## src/rtl/frac_baud_gen.sv

```systemverilog
module frac_baud_gen #(
  parameter int CD_W = 16,
  parameter int FP_W = 3
) (
  input  logic            clk,
  input  logic            rst_n,
  input  logic [CD_W-1:0] cd,
  input  logic [FP_W-1:0] fp,
  input  logic            over8,
  input  logic [1:0]      mode,
  input  logic            ext_sck,
  output logic            sample_tick,
  output logic            bit_tick,
  output logic            sck_out
);
  localparam logic [1:0] M_ASYNC = 2'd0;
  localparam logic [1:0] M_SYNC  = 2'd1;
  localparam logic [1:0] M_SPI   = 2'd2;
  localparam logic [1:0] M_EXT   = 2'd3;
  localparam int SC_W = FP_W + 1;
  localparam logic [SC_W-1:0] OV16_LIM = {SC_W{1'b1}};
  localparam logic [SC_W-1:0] OV8_LIM  = {1'b0, {FP_W{1'b1}}};
  localparam logic [CD_W-1:0] SPI_MIN  = CD_W'(4);

  logic [CD_W-1:0] cd_q, cnt, lim;
  logic [FP_W-1:0] fp_q, acc;
  logic [SC_W-1:0] scnt;
  logic [FP_W:0]   acc_sum;
  logic            over8_q;
  logic [1:0]      mode_q;
  logic            div_run, div_tick, load, extra, is_master;
  logic            s1, s2, s3, ext_rise;

  assign is_master = (mode_q == M_SYNC) || (mode_q == M_SPI);
  assign div_run   = (mode_q != M_EXT) && (cd_q != '0) &&
                     !((mode_q == M_SPI) && (cd_q < SPI_MIN));
  assign acc_sum   = {1'b0, acc} + {1'b0, fp_q};
  assign extra     = (mode_q == M_ASYNC) && acc_sum[FP_W];
  assign lim       = cd_q - CD_W'(1) + CD_W'(extra);
  assign div_tick  = div_run && (cnt == lim);
  assign ext_rise  = s2 && !s3;

  always_comb begin
    if (mode_q == M_EXT) begin
      sample_tick = ext_rise;
      bit_tick    = ext_rise;
    end else if (mode_q == M_ASYNC) begin
      sample_tick = div_tick;
      bit_tick    = div_tick && (scnt == (over8_q ? OV8_LIM : OV16_LIM));
    end else begin
      sample_tick = div_tick;
      bit_tick    = div_tick;
    end
  end

  assign sck_out = div_run && is_master && (cnt >= (cd_q - (cd_q >> 1)));
  assign load    = bit_tick || !div_run;

  always_ff @(posedge clk or negedge rst_n) begin
    if (!rst_n) begin
      cd_q    <= '0;
      fp_q    <= '0;
      over8_q <= 1'b0;
      mode_q  <= M_ASYNC;
    end else if (load) begin
      cd_q    <= cd;
      fp_q    <= fp;
      over8_q <= over8;
      mode_q  <= mode;
    end
  end

  always_ff @(posedge clk or negedge rst_n) begin
    if (!rst_n) begin
      cnt  <= '0;
      acc  <= '0;
      scnt <= '0;
    end else if (!div_run) begin
      cnt  <= '0;
      acc  <= '0;
      scnt <= '0;
    end else if (div_tick) begin
      cnt  <= '0;
      acc  <= load ? '0 : acc_sum[FP_W-1:0];
      scnt <= load ? '0 : scnt + SC_W'(1);
    end else begin
      cnt  <= cnt + CD_W'(1);
    end
  end

  always_ff @(posedge clk or negedge rst_n) begin
    if (!rst_n) begin
      s1 <= 1'b0;
      s2 <= 1'b0;
      s3 <= 1'b0;
    end else begin
      s1 <= ext_sck;
      s2 <= s1;
      s3 <= s2;
    end
  end

  AST_BIT_ON_SAMPLE: assert property (@(posedge clk) disable iff (!rst_n)
    bit_tick |-> sample_tick);
  AST_CNT_BOUND: assert property (@(posedge clk) disable iff (!rst_n)
    div_run |-> (cnt <= cd_q));
  AST_STOP_NO_TICK: assert property (@(posedge clk) disable iff (!rst_n)
    (mode_q != M_EXT && cd_q == '0) |-> !sample_tick && !sck_out);
  AST_SPI_MIN: assert property (@(posedge clk) disable iff (!rst_n)
    (mode_q == M_SPI && cd_q < SPI_MIN) |-> !sample_tick && !sck_out);
  AST_SCK_IDLE: assert property (@(posedge clk) disable iff (!rst_n)
    (mode_q == M_ASYNC || mode_q == M_EXT) |-> !sck_out);
  AST_EXT_RISE: assert property (@(posedge clk) disable iff (!rst_n)
    (mode_q == M_EXT && bit_tick) |=> !bit_tick);
endmodule

```

## config.mk

```make
export PLATFORM = sky130hd
export DESIGN_NAME = frac_baud_gen
export DESIGN_NICKNAME = d
export VERILOG_FILES = /design/src/rtl/frac_baud_gen.sv
export SDC_FILE = /design/constraint.sdc
export NUM_CORES = 1
export LEC_CHECK = 0
export BUFFER_PORTS_ARGS = -buffer_cell sky130_fd_sc_hd__buf_2
export CORE_MARGIN = 4
export CORE_UTILIZATION = 60
export CTS_BUF_LIST = sky130_fd_sc_hd__clkbuf_16
export DETAILED_ROUTE_END_ITERATION = 8
export PLACE_DENSITY = 0.79
export SETUP_SLACK_MARGIN = 0.02
export SLEW_MARGIN = 10
export SYNTH_ARGS = -nofsm -noshare
export SYNTH_HDL_FRONTEND = slang
export SYNTH_SLANG_ARGS = --single-unit
export TNS_END_PERCENT = 10
```

## constraint.sdc

```tcl
create_clock -name clk -period 4.4 [get_ports clk]
set_input_delay 0.22 -clock clk [delete_from_list [all_inputs] [get_ports clk]]
set_output_delay 0.22 -clock clk [all_outputs]
set_load 0.01 [all_outputs]
```

* After elaboration in Yosys (flattened, before gate mapping)
Index checks and enable logic that the tools add are counted.
Widths: inputs -> output; s select.
** Storage, ports and cells
- Bits in latches :: 0
- Output and inout bits :: 3
- Memories kept :: 0
- Bits in registers :: 48
- Bits of input ports :: 25
- ROM bits :: 0
- RAM bits :: 0
** Cells by class
- Multipliers :: 0
- Shift-type cells :: 0
- Equality and inequality tests :: 7
- Divide/modulo/power cells :: 0
- Reductions and logical operators :: 16
- Bitwise gates (word level) :: 0
- Muxes and demuxes :: 12
- Order comparisons :: 2
- $add $sub $neg :: 6
** Operator list (number)
- $mux 16 :: 2
- $add 16x1->16 :: 1
- $add 16x1->16 const B :: 1
- $eq 16x16->1 :: 1
- $ge 16x16->1 :: 1
- $lt 16x3->1 const B :: 1
- $mux 4 :: 4
- $reduce_bool 16->1 :: 1
- $sub 16x1->16 const B :: 1
- $sub 16x15->16 :: 1
- $logic_and 1x1->1 :: 9
- $mux 3 :: 3
- $add 3x3->4 :: 1
- $add 4x1->4 const B :: 1
- $eq 2x2->1 const B :: 2
- $eq 4x4->1 :: 1
- $logic_not 1->1 :: 3
- $mux 1 :: 3
- $eq 2x1->1 const B :: 1
- $logic_not 2->1 :: 1
- $logic_or 1x1->1 :: 2
- $ne 2x1->1 const B :: 1
- $ne 2x2->1 const B :: 1

* Longest topological paths before layout
- Depth in word-level cells :: 12
- Gate-level depth with buffers :: 17

* Worst setup path before layout
No wires, ideal clock.
- Path kind :: register -> output
- From :: register cd_q[3]
- To :: output sck_out
- Slack :: 1.018 ns
- Cell stages (with the launch flop) :: 15
- Data arrival time :: 3.162 ns
- Path buffers :: 0
- Cells stage by stage :: dfrtp_1 -> inv_1 -> ha_1 -> nand2b_1 -> a21oi_1 -> o31a_1 -> o32ai_1 -> o31ai_1 -> xor2_1 -> ha_1 -> and3_1 -> a221o_1 -> a21oi_1 -> o21ai_0 -> o211a_1
** On the way
- Longest elaborated chain between the ends :: 6
** RTL lines
- from (decl) :: RTL line 25 : logic [CD_W-1:0] cd_q, cnt, lim;
- from (signal assigned) :: RTL line 61 : cd_q <= '0;
- from (signal assigned) :: RTL line 66 : cd_q <= cd;
- branches (longest 5 deep; another with $sub 16x15->16)
- $logic_and 1x1->1 (*) :: RTL line 56 : assign sck_out = div_run && is_master && (cnt >= (cd_q - (cd_q >> 1)));
- to (decl) :: RTL line 14 : output logic sck_out
Mark *: on every way between the ends.

* Final worst setup path
- From :: register cd_q[8]
- To :: output sck_out
The elaborated chain is that of the path after synthesis.

==> impl_metrics.csv <==
group,metric,value,unit
power_and_ir_drop,vdd_ir_drop_max,0.477,mV
power_and_ir_drop,swShare,0.471,
logic_synthesis,synthesis.nets,494,
worst_setup_path,rr_worst_depth,13,
routing,routed_wl,8.48,mm
worst_setup_path,timing.rr.start,"fp_q[1]",
sta,fmax,241,MHz
place,dpl_cell_area,0.00415,mm^2
logic_synthesis,netlist_area,0.00396,mm^2
sta,rsz0062_at_grt,"no",
clock_tree,clk_pin_slew_worst_paths,0.06,ns
layout,antenna_cells,0,
place,post-dp-hpwl,6.46,mm
place,io_buffers,27,
clock_tree,cts_sinks,48,
logic_synthesis,synth_mux_area_frac,0.0727,
worst_setup_path,crit_start,"cd_q[8]",
power_and_ir_drop,clkPwrFrac,0.125,
sta,maxSlewHeadroom,0.541,
clock_tree,cts-hold-fix-buffers,0,
layout,drive_above_1_share,0.109,
clock_tree,root_buffer,"clkbuf_16",
floorplanning,dieArea,0.00796,mm^2
layout,final_cell_mix,"ha_1 (59), dfrtp_1 (47), inv_1 (39), xnor2_1 (34), nor2_1 (31)",
floorplanning,placementRows,29,
logic_synthesis,synth-compound-area-share,0.0971,
power_and_ir_drop,p_int,1.86,mW
layout,final_area,0.00433,mm^2
worst_setup_path,slowest_stage,"dfrtp_1",
clock_tree,cts_tree,"yes",
sta,holdWs,-0.0544,ns
outcome,status,"finished with violations",
clock_tree,htree_levels,2,
outcome,violations,"negative hold slack",
floorplanning,chipWidth,89.2,um
floorplanning,initial_core_util,0.620,
global_route,grt_max_degree,49,
worst_setup_path,path_cells,"inv_1 > ha_1 > nor4_1 > o31a_1 > o32ai_2 > o31ai_2 > xor2_1 > ha_1 > and3_1 > a221o_1 > a21oi_1 > o21ai_0 > o211a_1 > buf_2",
worst_setup_path,required,4.18,ns
layout,nets,525,
worst_setup_path,critPathCapture,"sck_out",
logic_synthesis,yosys.area_share.simple,0.157,
worst_setup_path,max_stage_delay,0.45,ns
floorplanning,coreArea,0.00639,mm^2
worst_setup_path,crit_fanout,4,
worst_setup_path,path_common_cell,"ha_1",
global_route,grt_usage,0.221,
logic_synthesis,synth_area_per_cell,9.70,um^2
job,drv_cap,0,
logic_synthesis,yosysUniqueCellTypes,48,
logic_synthesis,ys_ff_latch,48,
power_and_ir_drop,p_switching,1.65,mW
routing,drtPass1Iterations,4,
power_and_ir_drop,p_leak,2.10,nW
routing,wl_per_cell,16.4,um
global_route,antenna_found_initial,0,
sta,period_share,0.942,
layout,areaGrowthSynthToFinish,9.52,%
logic_synthesis,syn-instance-count,408,
global_route,overflow,0,
sta,fin_tns_setup,0,ns
sta,skew,0.00652,ns
place,globalplace.congestion,0.896,
logic_synthesis,async_flop_share,1.00,
floorplanning,die_y,89.2,um
sta,setup_viol,0,
routing,ant_nets,0,
clock_tree,cts_setup_buffers,0,
worst_setup_path,r2r_end,"cd_q[2]",
layout,layout_commonest_cell,"ha_1",
sta,max_slew.worst_pin.slew,0.688,ns
logic_synthesis,ys_warn_count,0,
clock_tree,insertion_delay,0.29,ns
sta,period_minus_slack,4.14,ns
global_route,grt_pass1_vias,3040,
power_and_ir_drop,power.density,809,mW/mm^2
logic_synthesis,synth_fa_ha_area_frac,0.197,
layout,final.fill_count,483,
worst_setup_path,worst_setup_path_end_kind,"output port",
logic_synthesis,synth_xor_area_frac,0.124,
global_route,grt_pass1_wl,13.6,mm
worst_setup_path,critPathKind,"register to output port",
clock_tree,cts_resized,0,
layout,final_core_util,0.678,
sta,hold_viol,48,
clock_tree,clock_path_buffers,2,
routing,viasPerCell,5.78,
worst_hold_path,hold_path_class,"input port to async pin",
worst_setup_path,critPathArrivalTime,3.92,ns
routing,post-route-drc-count,0,
floorplanning,io_pins,28,
power_and_ir_drop,pwr-share-comb,0.665,
power_and_ir_drop,p_seq_frac,0.210,
worst_setup_path,cp-start-kind,"register",
logic_synthesis,ys_seq_area_frac,0.304,
sta,drv_slew,0,
clock_tree,cts_buffers,5,
logic_synthesis,synth_ff_type,"dfrtp_1",
worst_setup_path,regToRegSetupSlack,0.63,ns
logic_synthesis,synth-edff-count,0,
routing,drt_iter0_markers,78,
logic_synthesis,synth_top_family_by_area,"adder cells",
routing,vias,2988,
logic make-up (layout without fill, tap and decap cells):
| group | count (synthesis) | count (layout) |
|---|---|---|
| and+or+nand+nor | 116 | 116 |
| adders and majority gates | 61 | 61 |
| AOI/OAI and AO/OA | 58 | 58 |
| xor gates and xnor gates | 56 | 56 |
| DFF | 48 | 48 |
| buffers and inverters | 43 | 75 |
| muxes | 26 | 26 |
how the worst min path moves through the flow:
| stage | slack [ns] | depth (start not counted) | start | end |
|---|---|---|---|---|
| 6_report | -0.05 | 1 | rst_n | cd_q[1] |
| 2_1_floorplan | -0.08 | 0 | rst_n | acc[0] |
| 3_3_place_gp | 0.33 | 1 | ext_sck | s1 |
| 4_1_cts | 0.04 | 1 | ext_sck | s1 |
| 5_1_grt | 0.004 | 1 | rst_n | cd_q[2] |
| 3_5_place_dp | 0.34 | 1 | ext_sck | s1 |
layer usage:
layer | GRT usage | vias up | part of all wire
met5 | 0 | - | 0
met4 | 0.0636 | 0 | 0.021
met3 | 0.0452 | 17 | 0.048
met2 | 0.386 | 71 | 0.48
met1 | 0.273 | 1428 | 0.45
li1 | - | 1472 | -
layout make-up:
type	instances	area (um^2)	share of cell area
Tap cell	77	96.3	0.0222
Multi-Input combinational cell	317	2570	0.594
Clock buffer	5	125	0.0289
Inverter	39	146	0.0338
Timing Repair Buffer	28	145	0.0335
Clock inverter	3	42.5	0.00982
Sequential cell	48	1200	0.278
sequential cells by signal (all words and copies together), names as in the netlist:
register	cells
cd_q	16
cnt	16
scnt	4
acc	3
fp_q	3
mode_q	2
over8_q	1
s1	1
s2	1
s3	1
worst max-delay path, delay by kind of cell (launching register included):
kind,cells,cell delay [ns]
buffers and inverters,2,0.26
AND/OR/NAND/NOR,2,0.51
XOR/XNOR,1,0.23
flip-flops,1,0.45
adder cells (fa/ha/maj),2,0.64
AO/OA/AOI/OAI,7,1.54
synthesized netlist by cell type, types with 2 or more instances:
library cell	instances	area, um^2
a211o_1	2	17.5
a211oi_1	2	15.0
a21o_1	4	30.0
a21oi_1	21	105
a31oi_1	4	25.0
and3_1	9	56.3
buf_6	3	33.8
dfrtp_1	48	1200
fa_1	2	40.0
ha_1	59	738
inv_1	39	146
mux2_1	20	225
mux2_2	2	22.5
mux2i_1	4	40.0
nand2_1	17	63.8
nand2b_1	10	62.6
nand3_1	21	105
nand3b_1	3	22.5
nand4_1	5	31.3
nor2_1	31	116
nor2b_1	3	18.8
nor3_1	7	35.0
nor4_1	2	12.5
nor4_4	2	42.5
o2111ai_1	2	17.5
o21ai_0	7	35.0
o31a_1	2	17.5
o31ai_1	2	15.0
or3_1	2	12.5
xnor2_1	34	298
xor2_1	22	193
metrics by stage:
step                worst slack (ns)  power, mW  instances  hold WS [ns]
floorplan                       1.02       2.58        408       -0.0756
global placement               0.532       2.89        509         0.331
detailed placement             0.501       2.98        509         0.343
CTS                            0.112       3.46        517        0.0449
global route                  0.0205       3.82        517       0.00400
finish                         0.257       3.51        517       -0.0544
power by group through the flow:
stage / Combinational [mW] / Clock [mW] / Sequential (mW)
after floorplan: 1.89 / 0 / 0.682
after global placement: 2.16 / 0 / 0.730
after detailed placement: 2.24 / 0 / 0.740
after CTS: 2.29 / 0.440 / 0.732
after global routing: 2.61 / 0.463 / 0.752
final: 2.33 / 0.439 / 0.736
(Power assumes the default switching activity.)
